**src/rtl/mac_scaled.sv**
```systemverilog
module mac_scaled #(
  parameter int DW  = 16,
  parameter int AW  = 40,
  parameter int PSW = 3,
  parameter int QSW = 4
) (
  input  logic                 clk,
  input  logic                 rst_n,
  input  logic                 in_valid,
  input  logic signed [DW-1:0] data_in,
  input  logic signed [DW-1:0] coef_in,
  input  logic [PSW-1:0]       pre_shift,
  input  logic                 acc_restart,
  input  logic                 cfg_we,
  input  logic [QSW-1:0]       cfg_post,
  input  logic                 flag_clr,
  output logic                 out_valid,
  output logic signed [AW-1:0] result,
  output logic                 ovf_flag,
  output logic                 unf_flag
);
  localparam int PW = 2 * DW;
  localparam int SW = AW + 1;
  localparam logic signed [AW-1:0] ACC_MAX = {1'b0, {(AW-1){1'b1}}};
  localparam logic signed [AW-1:0] ACC_MIN = {1'b1, {(AW-1){1'b0}}};

  logic signed [AW-1:0] acc;
  logic [QSW-1:0]       post_q;
  logic signed [DW-1:0] data_shf;
  logic signed [PW-1:0] prod;
  logic signed [SW-1:0] base, sum;
  logic                 sat_hi, sat_lo;

  assign data_shf = data_in >>> pre_shift;
  assign prod     = PW'(data_shf) * PW'(coef_in);
  assign base     = acc_restart ? '0 : {acc[AW-1], acc};
  assign sum      = base + {{(SW-PW){prod[PW-1]}}, prod};
  assign sat_hi   = !sum[SW-1] &&  sum[SW-2];
  assign sat_lo   =  sum[SW-1] && !sum[SW-2];
  assign result   = acc >>> post_q;

  always_ff @(posedge clk) begin
    if (!rst_n) begin
      acc       <= '0;
      post_q    <= '0;
      out_valid <= 1'b0;
      ovf_flag  <= 1'b0;
      unf_flag  <= 1'b0;
    end else begin
      out_valid <= in_valid;
      if (cfg_we) post_q <= cfg_post;
      if (in_valid) begin
        if (sat_hi)      acc <= ACC_MAX;
        else if (sat_lo) acc <= ACC_MIN;
        else             acc <= sum[AW-1:0];
      end
      ovf_flag <= (ovf_flag && !flag_clr) || (in_valid && sat_hi);
      unf_flag <= (unf_flag && !flag_clr) || (in_valid && sat_lo);
    end
  end
endmodule


```
**config.mk**
```make
export PLATFORM = sky130hd
export DESIGN_NAME = mac_scaled
export DESIGN_NICKNAME = d
export VERILOG_FILES = /design/src/rtl/mac_scaled.sv
export SDC_FILE = /design/constraint.sdc
export NUM_CORES = 1
export LEC_CHECK = 0
export BUFFER_PORTS_ARGS = -buffer_cell sky130_fd_sc_hd__buf_2
export CAP_MARGIN = 20
export CORE_ASPECT_RATIO = 0.5
export CORE_MARGIN = 4
export CORE_UTILIZATION = 55
export DETAILED_ROUTE_END_ITERATION = 8
export GPL_TIMING_DRIVEN = 0
export PLACE_DENSITY_LB_ADDON = 0.08
export RECOVER_POWER = 25
export SLEW_MARGIN = 40
export SYNTH_ARGS = -nofsm -noshare
export SYNTH_HDL_FRONTEND = slang
export SYNTH_SLANG_ARGS = --single-unit
```
**constraint.sdc**
```tcl
create_clock -name clk -period 22.3 [get_ports clk]
set_clock_uncertainty 0.15 [all_clocks]
set_input_delay 0 -clock clk [delete_from_list [all_inputs] [get_ports clk]]
set_output_delay 0 -clock clk [all_outputs]
set_load 0.005 [all_outputs]
```
==> reports/qor.txt, run 1 <==
Fin. Hold Viols - 0
Core ar. - 29120 sq um
Syn Nets - 2340
Worst path bufs/invs - 11
Total Routed Length - 44390 microns
Layout filler cell count - 2689
Setup Buffers After CTS - 0
Synth Flop Type - dfxtp_1
Num CTS Buffers - 5
Critical Path Sink Type - flip-flop
Crit Path Category - in -> reg
Initial antenna violation count - 0
Max Slew Vio Count - 0
Mapped Area - 16330 sq um
CP Launch Type - primary input
IO Pins - 88
Initial core utilization - 0.5607
Post-synth top area share - 0.3224
Die ar. - 32680 sq um
First drt pass iteration count - 5
Place WS - 10.77 ns
RSZ-0062 raised after global routing - false
Wirelength per Cell - 18.47 microns
Max Cap Violations - 0
Worst Path Required - 22.37 ns
Outcome - finished clean
FFs w/ async S/R, synth - 0
Row cnt - 44
Routability cong. - 0.9562
Fmax - 88.22 MHz
Vias post-DR - 13.56k
Synth warnings - 0
Worst min-delay path category - in -> reg
CTS tree - done
Worst Max-Slew Pin Slew - 0.8510 ns
Layout net count - 2440
Die Width - 251.7 microns
Unique masters post-synth - 79
Clock root cell - clkbuf_16
Clk Latency, worst-skew pair - 0.29 ns
Largest cells by area after synthesis - fa_1 32%, ha_1 9.2%, inv_1 7.1%
Clock sink count - 47
Worst EP arrival - 11.41 ns
Mean Syn Cell Area - 8.540 sq um
IO Port Bufs - 85
Clock-pin slew on the worst setup and hold paths - 0.07 ns
Routed vias/inst - 5.642
Die height - 129.8 microns
Delay-heaviest family, CP - compound AO/OA/AOI/OAI gates
Placed cell count - 2388
Top cell type by total area after synthesis - fa_1
Total GRT Usage - 0.2773
Setup_tns - 0 ns
Non-Filler Instances - 2404
Vias in the first global route - 13.47k
Setup violators final - 0
Crit-path max cell delay - 0.64 ns
Slew headroom - 0.4289
Final period utilization - 0.5083
First-pass GRT wire length - 72350 microns
CP dominant cell by count - fa_1
Post-synthesis cell count - 1912
Min Clock Period, post-route - 11.34 ns
Drt first-iter violations - 1046
Post-synth EDFFs - 0
Crit-path slowest cell - a41oi_1
Largest net degree at the start of global routing - 15
Final worst setup slack - 10.96 ns
Seq cells post-synth - 47
Seq/Total Area, Yosys - 0.05762
Remaining antenna violation count after routing - 0
Detailed placer's ending HPWL - 37610 microns
Layout cells sized above 1 - 0.08992
Ant diodes - 0
Synthesis-to-layout area growth - 6.942%
CP max FO - 12
Max Root-Sink Buffers - 2
DR DRC count - 0
H-tree depth - 2
GR Overflow Total - 0
## registers in the layout (all words and copies together), names as in the netlist
register   flops
post_q         4
out_valid      1
ovf_flag       1
unf_flag       1
acc           40
## per-layer routing
| metal | up-vias | global-route usage | part of all wire |
|---|---|---|---|
| li1 | 6398 | - | - |
| met1 | 6596 | 0.4259 | 0.49 |
| met2 | 520 | 0.4202 | 0.42 |
| met3 | 50 | 0.04322 | 0.079 |
| met4 | 0 | 0.05474 | 0.020 |
| met5 | - | 0 | 0 |
## stage by stage
step	hold slack [ns]	instance area [sq um]	util
floorplan	0.01815	16330	-
global placement	0.1087	17240	0.5921
detailed placement	0.1239	17250	0.5923
CTS	0.0008312	17470	0.5998
global route	0.01518	17460	0.5996
finish	0.007700	17460	0.5996
## layout by cell type, fill, tap and decap left out, types with 19 or more instances in the layout
master	synthesis	routed
nand2b_1	21	21
nand2_1	207	207
fa_1	263	263
inv_1	309	309
a211oi_1	19	19
buf_2	3	75
mux2i_1	34	34
ha_1	120	120
nor2_1	75	75
mux4_2	37	37
o21ai_0	95	91
xnor2_1	47	47
a21oi_1	123	121
dfxtp_1	47	47
and2_1	112	112
xor2_1	19	19
clkbuf_1	77	92
nor2b_1	80	80
## tightest hold or removal path: stages
cell	delay [ns]
clkbuf_1	0.16
mux2i_1	0.16
nor2b_1	0.10
## Yosys cell counts (13+ instances only)
library cell    n
a211oi_1       19
a21o_1         18
a21oi_1       123
a31oi_1        15
and2_1        112
clkbuf_1       77
dfxtp_1        47
fa_1          263
ha_1          120
inv_1         309
maj3_2         16
mux2i_1        34
mux4_2         37
nand2_1       207
nand2b_1       21
nand3_1        16
nor2_1         75
nor2b_1        80
nor3_1         15
o21ai_0        95
o22ai_1        13
xnor2_1        47
xor2_1         19
## worst paths after layout
path	start	endpoint	slack, ns	depth (start not counted)
worst max register to register	acc[0]	acc[37]	17.23	16
worst max-delay path	pre_shift[0]	acc[37]	10.96	41
worst min register to register	ovf_flag	ovf_flag	0.31	2
worst min-delay path	cfg_we	post_q[0]	0.008	3
## final cells by class
type | count | area (sq um) | area share
Buffer | 94 | 379.1 | 0.02171
Clock buffer | 5 | 125.1 | 0.007165
Clock inverter | 3 | 15.01 | 0.0008598
Inverter | 311 | 1167 | 0.06685
Multi-Input combinational cell | 1460 | 13850 | 0.7934
Sequential cell | 47 | 940.9 | 0.05388
Tap cell | 391 | 489.2 | 0.02801
Timing Repair Buffer | 93 | 491.7 | 0.02816
## cell families (layout without fill, tap and decap cells)
kind of cell	after synthesis	in the layout	share of synthesized area
AO/OA/AOI/OAI	349	349	0.1319
flip-flops	47	47	0.05762
buffers and inverters	405	506	0.09471
adder cells (fa/ha/maj)	401	401	0.4266
multiplexers	82	82	0.07961
AND/OR/NAND/NOR	558	558	0.1697
XOR/XNOR	70	70	0.03977
## repair_timing
item                      4_1_cts  5_1_grt
hold endpoints to repair       10        0
resized for setup               0        0
hold buffers                    8        0
Power of run 1 is left out: the tool's default activity adds up to more than one toggle a clock period on the data nets, which glitch-free logic cannot reach.
==> inputs of run 2 (changes only) <==
--- a/config.mk
+++ b/config.mk
@@ -5,6 +5,7 @@
 export SDC_FILE = /design/constraint.sdc
 export NUM_CORES = 1
 export LEC_CHECK = 0
+export ABC_AREA = 1
 export BUFFER_PORTS_ARGS = -buffer_cell sky130_fd_sc_hd__buf_2
 export CAP_MARGIN = 20
 export CORE_ASPECT_RATIO = 0.5
==> constraint.sdc (replaced) <==
create_clock -name clk -period 10 [get_ports clk]
set_clock_uncertainty 0.15 [all_clocks]
set_input_delay 0 -clock clk [delete_from_list [all_inputs] [get_ports clk]]
set_output_delay 0 -clock clk [all_outputs]
set_load 0.005 [all_outputs]
==> run 2 against run 1 <==
Die area rose by 0.64%; count of clock-buffer cells in the layout rose by 2; routed wire length rose by 3.9%; highest routed layer unchanged; setup slack got worse by 10 ns; critical path depth rose by 2; critical path type unchanged; sequential share of layout area fell by 0.12 points; register-to-register slack got worse by 11 ns; flip-flop and latch count did not move; synthesized cell count rose by 25%; synthesized area rose by 0.67%.
==> reports/qor.txt, run 2 <==
Outcome - finished clean
Post-synthesis cell count - 2390 (+25%)
Reg2reg setup slack - 6.12 ns (-11.11 ns)
First drt pass iteration count - 7 (+2)
DR DRC count - 0 (unchanged)
Die Width - 252.5 microns (+0.33%)
IO Port Bufs - 83 (-2.4%)
Synth Flop Type - dfxtp_1
Layout cells sized above 1 - 0.07146 (-0.01846)
Main combinational cell family by area after synthesis - adder cells
Commonest non-fill, non-tap cell in the layout - nand2_1
Clock sink count - 47 (unchanged)
Post-synth EDFFs - 0 (unchanged)
Vias in the first global route - 14.78k (+9.7%)
Synthesis-to-layout area growth - 8.623%
Post-synth top area share - 0.3203 (-0.002159)
Remaining antenna violation count after routing - 0 (unchanged)
Reg with most FFs - acc
Commonest cells after routing, fill and taps aside - 573 x nand2_1, 509 x inv_1, 263 x fa_1, 259 x nor2_1, 158 x o21ai_0
Max Root-Sink Buffers - 2 (unchanged)
Clk Latency, worst-skew pair - 0.29 ns (about the same)
Biggest regs - acc: 40 flops, post_q: 4 flops
Worst EP arrival - 9.46 ns (-1.95 ns)
Worst Max-Slew Pin Slew - 0.6641 ns (-0.1868 ns)
Post-synthesis mux area share - 0.01583 (-0.06378)
Fin. Hold Viols - 0 (unchanged)
Layout net count - 2932 (+20%)
CP max FO - 10 (-2)
Mean Syn Cell Area - 6.878 sq um (-19%)
Worst setup startpoint - pre_shift[2]
Unique masters post-synth - 51 (-35%)
Critical Path Sink Type - flip-flop
Ant diodes - 0 (unchanged)
Worst min-delay path category - reg -> reg
Row cnt - 44 (unchanged)
Total GRT Usage - 0.2865 (+0.009215)
CP Launch Type - primary input
RSZ-0062 raised after global routing - false
Synth Area in Simple Gates - 0.2386 (+0.06888)
Detailed placer's ending HPWL - 39710 microns (+5.6%)
Final period utilization - 0.9425
FFs w/ async S/R, synth - 0 (unchanged)
Worst Path Required - 10.04 ns (-12.33 ns)
Min-Delay Path Depth - 2 (-1)
Metal1 wirelength - 21850 microns (+1.4%)
First-pass GRT wire length - 75360 microns (+4.2%)
Met2 wire len - 19650 microns (+6.5%)
Core ar. - 29230 sq um (+0.38%)
H-tree depth - 2 (unchanged)
Routability cong. - 0.9698 (+1.4%)
Fmax - 106.1 MHz
GR Overflow Total - 0 (unchanged)
Max Slew Vio Count - 0 (unchanged)
RR Startpoint - acc[0]
Die ar. - 32890 sq um (+0.64%)
Synth Area in Adders - 0.4116 (-0.01503)
Initial antenna violation count - 0 (unchanged)
Post-synthesis compound-gate area fraction - 0.1009 (-0.03102)
Mapped Area - 16440 sq um (+0.67%)
Crit-path max cell delay - 0.57 ns (-0.07 ns)
Clock-pin slew on the worst setup and hold paths - 0.07 ns (about the same)
Layout filler cell count - 2852 (+6.1%)
Wirelength per Cell - 15.93 microns (-14%)
IO Pins - 88 (unchanged)
Crit Path Category - in -> reg
Hold_ws - 0.3216 ns (+0.3139 ns)
Synth cell count leaders - 573 x nand2_1, 510 x inv_1, 263 x fa_1
Top cell type by total area after synthesis - fa_1
Largest net degree at the start of global routing - 14 (-1)
Routed vias/inst - 5.240 (-7.1%)
Crit-path slowest cell - fa_1
Largest cells by area after synthesis - fa_1 32%, nand2_1 13%, inv_1 12%
Critical Path End - acc[36]
Setup violators final - 0 (unchanged)
CP dominant cell by count - inv_1
Register-to-Register Path Depth - 23 (+7)
Most frequent cell after synthesis - nand2_1
Max Cap Violations - 0 (unchanged)
CTS tree - done
Syn Nets - 2818 (+20%)
Min Clock Period, post-route - 9.425 ns
Max reg flops - 40 (unchanged)
Total Routed Length - 46140 microns (+3.9%)
Num CTS Buffers - 5 (unchanged)
Worst R2R End - acc[36]
Initial core utilization - 0.5624 (+0.001655)
Setup_tns - 0 ns (unchanged)
Slew headroom - 0.5572 (+0.1284)
Seq/Total Area, Yosys - 0.05723 (-0.0003859)
Clock root cell - clkbuf_16
Die height - 130.3 microns (+0.32%)
Vias post-DR - 15.17k (+12%)
Synth warnings - 0 (unchanged)
Seq cells post-synth - 47 (unchanged)
Highest metal used - met4
XOR/XNOR share of the synthesized area - 0.03356 (-0.006203)
DR WL met3 - 3549 microns (+0.94%)
Drt first-iter violations - 1152 (+10%)
-- run 2: cell count changes after synthesis, sizes merged, moves of 37 or more --
cell and change:
and2 -112, inv +207, mux4 -37, nand2 +378, nand3 +77, nor2 +188
nor2b -80, o21ai +73
-- run 2: through the flow --
| step | cell area (sq um) | util | std cells | setup slack (ns) |
|---|---|---|---|---|
| 2_1_floorplan | 16440 | - | 2390 | 1.283 |
| 3_3_place_gp | 17340 | 0.5933 | 2864 | -0.7775 |
| 3_5_place_dp | 17360 | 0.5939 | 2864 | -0.7429 |
| 4_1_cts | 17720 | 0.6063 | 2887 | 0.08196 |
| 5_1_grt | 17860 | 0.6109 | 2896 | 0.001900 |
| 6_report | 17860 | 0.6109 | 2896 | 0.5749 |
-- run 2: cells by family (layout without fill, tap and decap cells) --
family / after synthesis / after routing
AND/OR/NAND/NOR: 957 / 957
flip-flops: 47 / 47
buffers and inverters: 607 / 722
AO/OA/AOI/OAI: 307 / 307
XOR/XNOR: 63 / 63
multiplexers: 26 / 26
adder cells (fa/ha/maj): 383 / 383
-- run 2: metal layers --
layer,global-route usage,up-vias
met5,0,-
met4,0.06450,0
met3,0.04820,65
met2,0.4491,523
met1,0.4204,7145
li1,-,7441
-- run 2: what timing repair did --
action,CTS,global route
pin swaps,1,2
endpoints found under the setup margin,42,42
resized for setup,18,34
endpoints found under the hold margin,7,0
buffers inserted,1,9
hold buffers,14,0
-- run 2: worst max-delay path: cells and delay by family --
family,cells,cell delay [ns]
XOR/XNOR,1,0.26
adder cells (fa/ha/maj),8,3.75
buffers and inverters,12,1.70
AO/OA/AOI/OAI,10,2.15
AND/OR/NAND/NOR,12,1.57
-- run 2: worst min path at each step --
stage	startpoint	end	slack, ns
finish	acc[2]	acc[2]	0.32
detailed placement	cfg_post[0]	post_q[0]	0.14
CTS	acc[2]	acc[2]	0.32
global placement	cfg_post[3]	post_q[3]	0.14
floorplan	in_valid	out_valid	-0.04
global route	ovf_flag	ovf_flag	0.36
-- run 2: final cells by class --
cell class              count  area (sq um)  area share
flip-flops and latches     47         940.9     0.05269
clock buffers               7         132.6    0.007427
multi-input cells        1736         13300      0.7448
repair buffers            107         615.6     0.03447
plain buffers              80         374.1     0.02095
clock inverters             1         5.005   0.0002803
well taps                 391         489.2     0.02740
inverters                 527          1999      0.1120
Power of run 2 is left out for the same reason.
